**config.mk**
```make
export PLATFORM = sky130hd
export DESIGN_NAME = pcio_bridge
export DESIGN_NICKNAME = d
export VERILOG_FILES = /design/src/rtl/pcio_pkg.sv /design/src/rtl/pcio_decode.sv /design/src/rtl/pcio_tick.sv /design/src/rtl/pcio_seq.sv /design/src/rtl/pcio_steer.sv /design/src/rtl/pcio_bridge.sv
export SDC_FILE = /design/constraint.sdc
export NUM_CORES = 1
export LEC_CHECK = 0
export BUFFER_PORTS_ARGS = -buffer_cell sky130_fd_sc_hd__buf_2
export CAP_MARGIN = 25
export CORE_MARGIN = 2
export CORE_UTILIZATION = 30
export DETAILED_ROUTE_END_ITERATION = 16
export PLACE_DENSITY = 0.63
export SLEW_MARGIN = 10
export SYNTH_ARGS = -nofsm -noshare
export SYNTH_HDL_FRONTEND = slang
export SYNTH_SLANG_ARGS = --single-unit
```
**constraint.sdc**
```tcl
create_clock -name clk -period 3.5 [get_ports clk]
set_input_delay 0.7 -clock clk [delete_from_list [all_inputs] [get_ports clk]]
set_output_delay 0.7 -clock clk [all_outputs]
set_load 0.01 [all_outputs]
```
**src/rtl/pcio_pkg.sv**
```systemverilog
package pcio_pkg;

    localparam int NREG    = 5;
    localparam int IDX_W   = 3;
    localparam int HALF_W  = 16;
    localparam int WORD_W  = 2 * HALF_W;
    localparam int LEN_W   = 3;
    localparam int BIG_REG = 0;

    typedef enum logic [2:0] {
        ST_IDLE,
        ST_SETUP,
        ST_STROBE,
        ST_HOLD,
        ST_ACK
    } seq_st_e;

    typedef struct packed {
        logic              hit;
        logic [IDX_W-1:0]  idx;
        logic              we;
        logic [WORD_W-1:0] wdata;
        logic [LEN_W-1:0]  len;
    } acc_t;

    // Region 0 (largest) only offers the two shortest types.
    function automatic logic [1:0] eff_code(input logic [IDX_W-1:0] idx,
                                            input logic [1:0] code);
        if (idx == IDX_W'(BIG_REG) && code[1])
            return 2'b01;
        return code;
    endfunction

    function automatic logic [LEN_W-1:0] ticks_of(input logic [1:0] code);
        case (code)
            2'b00:   return LEN_W'(2);
            2'b01:   return LEN_W'(3);
            2'b10:   return LEN_W'(4);
            default: return LEN_W'(6);
        endcase
    endfunction

endpackage

```
**src/rtl/pcio_decode.sv**
```systemverilog
module pcio_decode
    import pcio_pkg::*;
#(
    parameter int ADDR_W = 24
) (
    input  logic [ADDR_W-1:0] addr,
    output logic              hit,
    output logic [IDX_W-1:0]  idx
);
    logic [NREG-1:0] match;

    for (genvar i = 0; i < NREG; i++) begin : g_reg
        if (i == BIG_REG) begin : g_big
            localparam logic [ADDR_W-1:0] MASK = {2'b11, {(ADDR_W-2){1'b0}}};
            localparam logic [ADDR_W-1:0] BASE = '0;
            assign match[i] = (addr & MASK) == BASE;
        end else begin : g_small
            localparam logic [ADDR_W-1:0] MASK = {4'hF, {(ADDR_W-4){1'b0}}};
            localparam logic [ADDR_W-1:0] BASE = {4'(3 + i), {(ADDR_W-4){1'b0}}};
            assign match[i] = (addr & MASK) == BASE;
        end
    end

    always_comb begin
        hit = |match;
        idx = '0;
        for (int i = NREG - 1; i >= 0; i--)
            if (match[i]) idx = IDX_W'(i);
    end
endmodule

```
**src/rtl/pcio_tick.sv**
```systemverilog
module pcio_tick #(
    parameter int TICK_DIV = 4
) (
    input  logic clk,
    input  logic rst,
    input  logic run,
    output logic tick
);
    localparam int CW = (TICK_DIV > 1) ? $clog2(TICK_DIV) : 1;

    logic [CW-1:0] cnt;

    assign tick = run && (cnt == CW'(TICK_DIV - 1));

    always_ff @(posedge clk) begin
        if (rst || !run)
            cnt <= '0;
        else if (tick)
            cnt <= '0;
        else
            cnt <= cnt + 1'b1;
    end
endmodule

```
**src/rtl/pcio_seq.sv**
```systemverilog
module pcio_seq
    import pcio_pkg::*;
(
    input  logic             clk,
    input  logic             rst,
    input  logic             req,
    input  logic             hit,
    input  logic [LEN_W-1:0] len,
    input  logic             ready,
    input  logic             tick,
    output logic             take,
    output logic             run,
    output logic             strobe,
    output logic             fin,
    output logic             ack
);
    seq_st_e          st;
    logic [LEN_W-1:0] scnt;
    logic             last;

    assign take   = (st == ST_IDLE) && req;
    assign run    = (st == ST_SETUP) || (st == ST_STROBE) || (st == ST_HOLD);
    assign strobe = (st == ST_STROBE);
    assign ack    = (st == ST_ACK);
    assign last   = (scnt == len - 1'b1);
    assign fin    = strobe && tick && last && ready;

    always_ff @(posedge clk) begin
        if (rst) begin
            st   <= ST_IDLE;
            scnt <= '0;
        end else begin
            case (st)
                ST_IDLE: begin
                    scnt <= '0;
                    if (req) st <= hit ? ST_SETUP : ST_ACK;
                end
                ST_SETUP: if (tick) st <= ST_STROBE;
                ST_STROBE: begin
                    if (tick) begin
                        if (!last)
                            scnt <= scnt + 1'b1;
                        else if (ready)
                            st <= ST_HOLD;
                    end
                end
                ST_HOLD: if (tick) st <= ST_ACK;
                default: st <= ST_IDLE;
            endcase
        end
    end
endmodule

```
**src/rtl/pcio_steer.sv**
```systemverilog
module pcio_steer
    import pcio_pkg::*;
(
    input  logic              clk,
    input  logic              rst,
    input  logic              take,
    input  logic              miss,
    input  logic              we,
    input  logic [WORD_W-1:0] wdata,
    input  logic              strobe,
    input  logic              tick,
    input  logic              fin,
    input  logic              pair_cap,
    input  logic              pair_sel,
    input  logic [HALF_W-1:0] io_din,
    input  logic [HALF_W-1:0] xl_din,
    output logic [WORD_W-1:0] rdata,
    output logic [HALF_W-1:0] io_dout,
    output logic [HALF_W-1:0] xl_dout
);
    logic [HALF_W-1:0] hold;

    assign io_dout = pair_cap ? wdata[WORD_W-1:HALF_W] : wdata[HALF_W-1:0];
    assign xl_dout = wdata[WORD_W-1:HALF_W];

    always_ff @(posedge clk) begin
        if (rst) begin
            hold  <= '0;
            rdata <= '0;
        end else begin
            if (take) begin
                hold <= '0;
                if (miss) rdata <= '0;
            end else if (strobe && tick && !we && pair_cap) begin
                hold <= io_din;
            end
            if (fin && !we)
                rdata <= {pair_sel ? hold : xl_din, io_din};
        end
    end
endmodule

```
**src/rtl/pcio_bridge.sv**
```systemverilog
module pcio_bridge
    import pcio_pkg::*;
#(
    parameter int ADDR_W   = 24,
    parameter int TICK_DIV = 4
) (
    input  logic                clk,
    input  logic                rst,
    input  logic                req,
    input  logic [ADDR_W-1:0]   addr,
    input  logic                we,
    input  logic [WORD_W-1:0]   wdata,
    output logic [WORD_W-1:0]   rdata,
    output logic                ack,
    input  logic [2*NREG-1:0]   cfg_cycle,
    output logic [NREG-1:0]     io_cs,
    output logic                io_rd,
    output logic                io_wr,
    input  logic                io_ready,
    output logic [HALF_W-1:0]   io_dout,
    input  logic [HALF_W-1:0]   io_din,
    output logic [HALF_W-1:0]   xl_dout,
    input  logic [HALF_W-1:0]   xl_din,
    output logic                xl_le,
    output logic                xl_oe,
    input  logic                pair_cap,
    input  logic                pair_sel
);
    logic             dec_hit;
    logic [IDX_W-1:0] dec_idx;
    logic             take, run, strobe, fin, tick;
    acc_t             acc;
    logic [1:0]       raw_code;

    pcio_decode #(.ADDR_W(ADDR_W)) u_dec (
        .addr (addr),
        .hit  (dec_hit),
        .idx  (dec_idx)
    );

    assign raw_code = cfg_cycle[2*dec_idx +: 2];

    always_ff @(posedge clk) begin
        if (rst) begin
            acc <= '0;
        end else if (take) begin
            acc.hit   <= dec_hit;
            acc.idx   <= dec_idx;
            acc.we    <= we;
            acc.wdata <= wdata;
            acc.len   <= ticks_of(eff_code(dec_idx, raw_code));
        end
    end

    pcio_tick #(.TICK_DIV(TICK_DIV)) u_tick (
        .clk  (clk),
        .rst  (rst),
        .run  (run),
        .tick (tick)
    );

    pcio_seq u_seq (
        .clk    (clk),
        .rst    (rst),
        .req    (req),
        .hit    (dec_hit),
        .len    (acc.len),
        .ready  (io_ready),
        .tick   (tick),
        .take   (take),
        .run    (run),
        .strobe (strobe),
        .fin    (fin),
        .ack    (ack)
    );

    pcio_steer u_steer (
        .clk      (clk),
        .rst      (rst),
        .take     (take),
        .miss     (!dec_hit),
        .we       (acc.we),
        .wdata    (acc.wdata),
        .strobe   (strobe),
        .tick     (tick),
        .fin      (fin),
        .pair_cap (pair_cap),
        .pair_sel (pair_sel),
        .io_din   (io_din),
        .xl_din   (xl_din),
        .rdata    (rdata),
        .io_dout  (io_dout),
        .xl_dout  (xl_dout)
    );

    always_comb begin
        io_cs = '0;
        if (run) io_cs[acc.idx] = 1'b1;
    end

    assign io_rd = strobe && !acc.we;
    assign io_wr = strobe && acc.we;
    assign xl_le = io_wr;
    assign xl_oe = io_rd;
endmodule

```
# == Yosys cells after proc, flatten, opt, wreduce, memory -nomap -nowiden ==
# Index checks and enable logic that the tools add are counted.
# totals
ff_bits,95
in_bits,105
output_inout_bits,74
wordCells,96
# op_classes
add_sub_neg,3
magnitude_cmp,2
n_eq_ne,20
shift,1
n_mux,32
n_reduce_logical,29
# op_table
operator,count
32-bit two-way mux,3
3-bit two-way mux,14
16-bit two-way mux,2
24-bit zero test,1
4-bit by 3-bit == test with 1-bit output (second input constant),4
1-bit logical AND,12
3-bit case mux with 4 select lines,1
2-bit by 1-bit != test with 1-bit output (second input constant),5
10-bit by 5-bit variable part select with 2-bit output,1
3-bit case mux with 3 select lines,1
2-bit two-way mux,4
3-bit by 2-bit == test with 1-bit output (second input constant),2
3-bit zero test,2
2-bit != test (second input constant),3
3-bit case mux with 2 select lines,1
6-bit AND reduction,1
5-bit two-way mux,1
5-bit OR reduction,1
2-bit == test (second input constant),2
3-bit by 4-bit < comparator with 1-bit output (second input constant),1
1-bit two-way mux,4
2-bit nonzero test,2
2-bit OR reduction,2
3-bit by 1-bit adder with 3-bit output (second input constant),1
13 further kinds,16

# == Logic depth before layout (Yosys ltp) ==
# logic_depth
depth_word,16
depth_mapped,7
mapped_depth_nobuf,6

# == Hierarchy ==
# From an unflattened synthesis, not the netlist that was laid out.
# hier_totals
cells_unflattened,424
hier_area_um2,4543.1
# by_module_without_submodules
mod,instances,cells_per_inst,area_each_um2,seq_area_each_um2
pcio_steer,1,203,2386.0,960.9
pcio_bridge,1,157,1577.8,780.7
pcio_seq,1,51,451.7,120.1
pcio_tick,1,6,86.3,40.0
pcio_decode,1,7,41.3,0.0

# == Least setup slack after synthesis ==
# No wires, ideal clock.
# synth_timing
path_type,input to output
startpoint,input port pair_cap
endpoint,output port io_dout[0]
arrival_ps,1739
t_required_ps,2800
slack_ps,1061
stages,3
path_buffers,2
path_cell_list,clkbuf_1 -> clkbuf_1 -> mux2_2
# synth_between
elab_chain_cells,1
# synth_lines
item,line,text
start: declaration,pcio_bridge.sv:26,"input logic pair_cap,"
16-bit two-way mux,pcio_steer.sv:23,assign io_dout = pair_cap ? wdata[WORD_W-1:HALF_W] : wdata[HALF_W-1:0];
end: declaration,pcio_bridge.sv:20,"output logic [HALF_W-1:0] io_dout,"
# No other way between the ends.

# == Worst setup path in the final report ==
# layout_timing
startpoint,register u_seq.st[1]
endpoint,output port io_cs[2]
# layout_between
elab_chain_cells,4
word_cells_on_any_way,6
classes_between,3 x eq/ne; 1 x mux; 2 x reduce/logical
# layout_lines
item,line,text
start: declaration,pcio_seq.sv:17,seq_st_e st;
start signal: assignment,pcio_seq.sv:36,if (req) st <= hit ? ST_SETUP : ST_ACK;
3-bit by 1-bit == test with 1-bit output / 3-bit by 2-bit == test with 1-bit output (equally long branches),pcio_seq.sv:22,assign run = (st == ST_SETUP) || (st == ST_STROBE) || (st == ST_HOLD);
1-bit logical OR,pcio_seq.sv:22,
1-bit logical OR (*),pcio_seq.sv:22,
5-bit two-way mux (*),pcio_bridge.sv:98,if (run) io_cs[acc.idx] = 1'b1;
end: declaration,pcio_bridge.sv:16,"output logic [NREG-1:0] io_cs,"
# Every way passes the cells marked *; elsewhere a longest branch is shown, timed or not.

==> impl_results.md <==
- Outcome: complete, no violations
- Max-cap violations: 0
- Fmax: 397 MHz
- Crit share post-route: 0.719
- Synth top area cells: dfxtp_1, mux2i_1, nand2_1
- Measured slew at the worst slew-check pin: 0.788 ns
- Vias post-DR: 3,761
- CTS Buf Count: 9
- Hold_buf cts: 0
- Final Slew Violations: 0
- Core Region: 15,000 µm²
- Die area: 16,200 µm²
- Setup Fix Bufs, Post-CTS: 0
- Clk sinks: 95
- Post-Route WL: 11,300 µm
- Final Instance Count excl. Fillers: 821
- Layout area overhead: 22.4%
- Fraction of layout cells with a size suffix above 1: 0.359
- Layout fillers: 1,559
- Clock buffer depth: 2
- CP required: 2.80 ns
- Setup violators final: 0
- Vias in the first global route: 3,567
- Clk_lat worst skew: 0.35 ns
- Overflow left after global routing: 0
- Switching pwr: 0.648 mW
- Seq pwr share: 0.477
- Arrival @ worst endpoint: 1.82 ns
- GP Congestion: 0.762
- Pleak: 2.56 nW
- PD cells: 427 nW/µm²
- Type of the worst min-delay path: reg2reg
- Post-Syn Area: 4550 µm²
- Adder-Cell Fraction of Synth Area: 0.00825
- Antenna-violating nets left: 0
- Logic gate share of total power: 0.124
- Crit Path Class: reg2out
- Fin nets: 736
- Initial Utilization: 0.303
- Post-Syn Instances: 506
- Drt pass-1 iters: 4
- Internal power: 1.73 mW
- RSZ-0062 raised after global routing: false
- First-pass GRT wire length: 17,700 µm
- Ports: 179
- Inst Count DP: 805
- TritonCTS clock tree: done
- PostCTS Resize Cnt: 0
- Final Cell Area: 5570 µm²
- Startpoint Class: flip-flop
- Synth warn: 0
- Drt initial violations: 181
- Unique masters post-synth: 50
- Peak supply drop: 0.218 mV
- Worst clock skew: 0.00567 ns
- Post-synthesis compound-gate area fraction: 0.0704
- Vias/cell: 4.58
- Gr usage total: 0.137
- Power, Total: 2.38 mW
- #FFs+latches synth: 95
- Largest net degree at the start of global routing: 49
- Simple-Gate Fraction of Synth Area: 0.225
- CTS clk-pin slew, worst paths: 0.07 ns
- Chip width: 127 µm
- Fin util: 0.371
- Synthesized net count: 614
- Mux contribution to synthesized area: 0.185
- Synth area leader: dfxtp_1
- Wire per inst: 13.7 µm
- Crit path max fanout: 11
- Setup crit end kind: primary output
- Minimum clock period: 2.52 ns
- Post-synthesis sequential area ratio: 0.418
- Syn_area_per_cell: 9.00 µm²
- Std cell rows: 45
- Slew headroom: 0.474
- Ant diodes: 0
- Clock power share: 0.399
- Switching Share: 0.272
- DRC: 0
- Post-Synth XOR/XNOR Area: 0.0168
- Placement Cell Area: 5290 µm²
- Root Buffer: clkbuf_16
- TNS Setup: 0 ns
- CTS H-tree depth: 3
- Initial antenna violation count: 0
- Post-DP HPWL: 7790 µm
- Largest family of logic cells by synthesized area: simple AND/OR/NAND/NOR gates
- Synth top area share: 0.418
- Die height: 127 µm
- Fin. Hold Viols: 0
- # port buffers: 158
## cell usage after synthesis, drive strengths merged
cell,n
a211oi,3
a21oi,40
a221oi,1
a311oi,2
a31o,2
a31oi,2
a32o,1
and2,3
and3,2
and3b,1
buf,32
clkbuf,20
dfxtp,95
ha,3
inv,6
mux2,16
mux2i,66
nand2,110
nand2b,20
nand3,2
nand3b,1
nand4,3
nand4b,1
nor2,27
nor2b,3
nor3,7
nor3b,1
nor4,2
nor4b,2
o211ai,1
o311ai,1
o32ai,1
or2,18
or3b,2
or4,1
or4b,1
xnor2,3
xnor3,1
xor2,3
## power by group through the flow
stage               Clock (mW)  Sequential, mW  Combinational (mW)
floorplan                    0            1.15               0.214
global placement             0            1.16               0.299
detailed placement           0            1.16               0.299
CTS                      0.980            1.14               0.301
global route              1.02            1.14               0.331
finish                   0.949            1.14               0.296
## final cells by class
class | instances | area [µm²] | area share
inverters | 6 | 22.5 | 0.00404
flip-flops and latches | 95 | 1900 | 0.341
repair buffers | 163 | 828 | 0.149
clock buffers | 9 | 225 | 0.0404
multi-input cells | 353 | 2300 | 0.414
well taps | 188 | 235 | 0.0422
clock inverters | 7 | 53.8 | 0.00966
## worst max-delay path, cell delays in order, from the launching register on
cell and delay (ns):
dfxtp_1 0.60, nor2_1 0.22, nor3_1 0.32, and3b_1 0.21
buf_2 0.13
## through the flow
stage	setup WS (ns)	hold slack, ns
after floorplan	1.06	0.405
after global placement	1.04	0.420
after detailed placement	1.00	0.424
after CTS	0.959	0.434
after global routing	0.816	0.470
final	0.983	0.435
## final timing paths
kind	startpoint	endpoint	slack, ns	depth (start not counted)
worst max-delay path	u_seq.st[1]	io_cs[2]	0.98	4
worst min register to register	u_tick.cnt[0]	u_tick.cnt[0]	0.43	1
worst max register to register	acc[0]	u_steer.rdata[21]	1.30	7
worst min-delay path	u_tick.cnt[0]	u_tick.cnt[0]	0.43	1
## logic make-up (layout without fill, tap and decap cells)
family,count (synthesis),count (layout)
AND/OR/NAND/NOR,207,207
flip-flops,95,95
multiplexers,82,82
buffers and inverters,58,185
AO/OA/AOI/OAI,54,54
XOR/XNOR,7,7
adder cells (fa/ha/maj),3,3
## cells in the final DEF, fill, tap and decap left out, drive strengths merged, types with 2 or more instances in the layout
cell | synthesis | routed
buf | 32 | 163
nand2 | 110 | 110
dfxtp | 95 | 95
mux2i | 66 | 66
a21oi | 40 | 40
nor2 | 27 | 27
nand2b | 20 | 20
or2 | 18 | 18
mux2 | 16 | 16
clkbuf | 20 | 9
inv | 6 | 9
nor3 | 7 | 7
clkinv | 0 | 4
and2 | 3 | 3
nor2b | 3 | 3
a211oi | 3 | 3
xor2 | 3 | 3
xnor2 | 3 | 3
ha | 3 | 3
nand4 | 3 | 3
and3 | 2 | 2
nand3 | 2 | 2
a31oi | 2 | 2
nor4b | 2 | 2
a31o | 2 | 2
a311oi | 2 | 2
nor4 | 2 | 2
or3b | 2 | 2
## state kept, by name (all words and copies together), names as in the netlist
name	cells
u_seq.st	3
acc	39
u_seq.scnt	3
u_steer.hold	16
u_tick.cnt	2
u_steer.rdata	32
## metal layers
layer,global-route usage,up-vias,routed length (µm)
li1,-,1921,-
met1,0.173,1717,5310
met2,0.222,115,5080
met3,0.0452,8,798
met4,0.0407,0,87
met5,0,-,0
(Power assumes the default switching activity.)
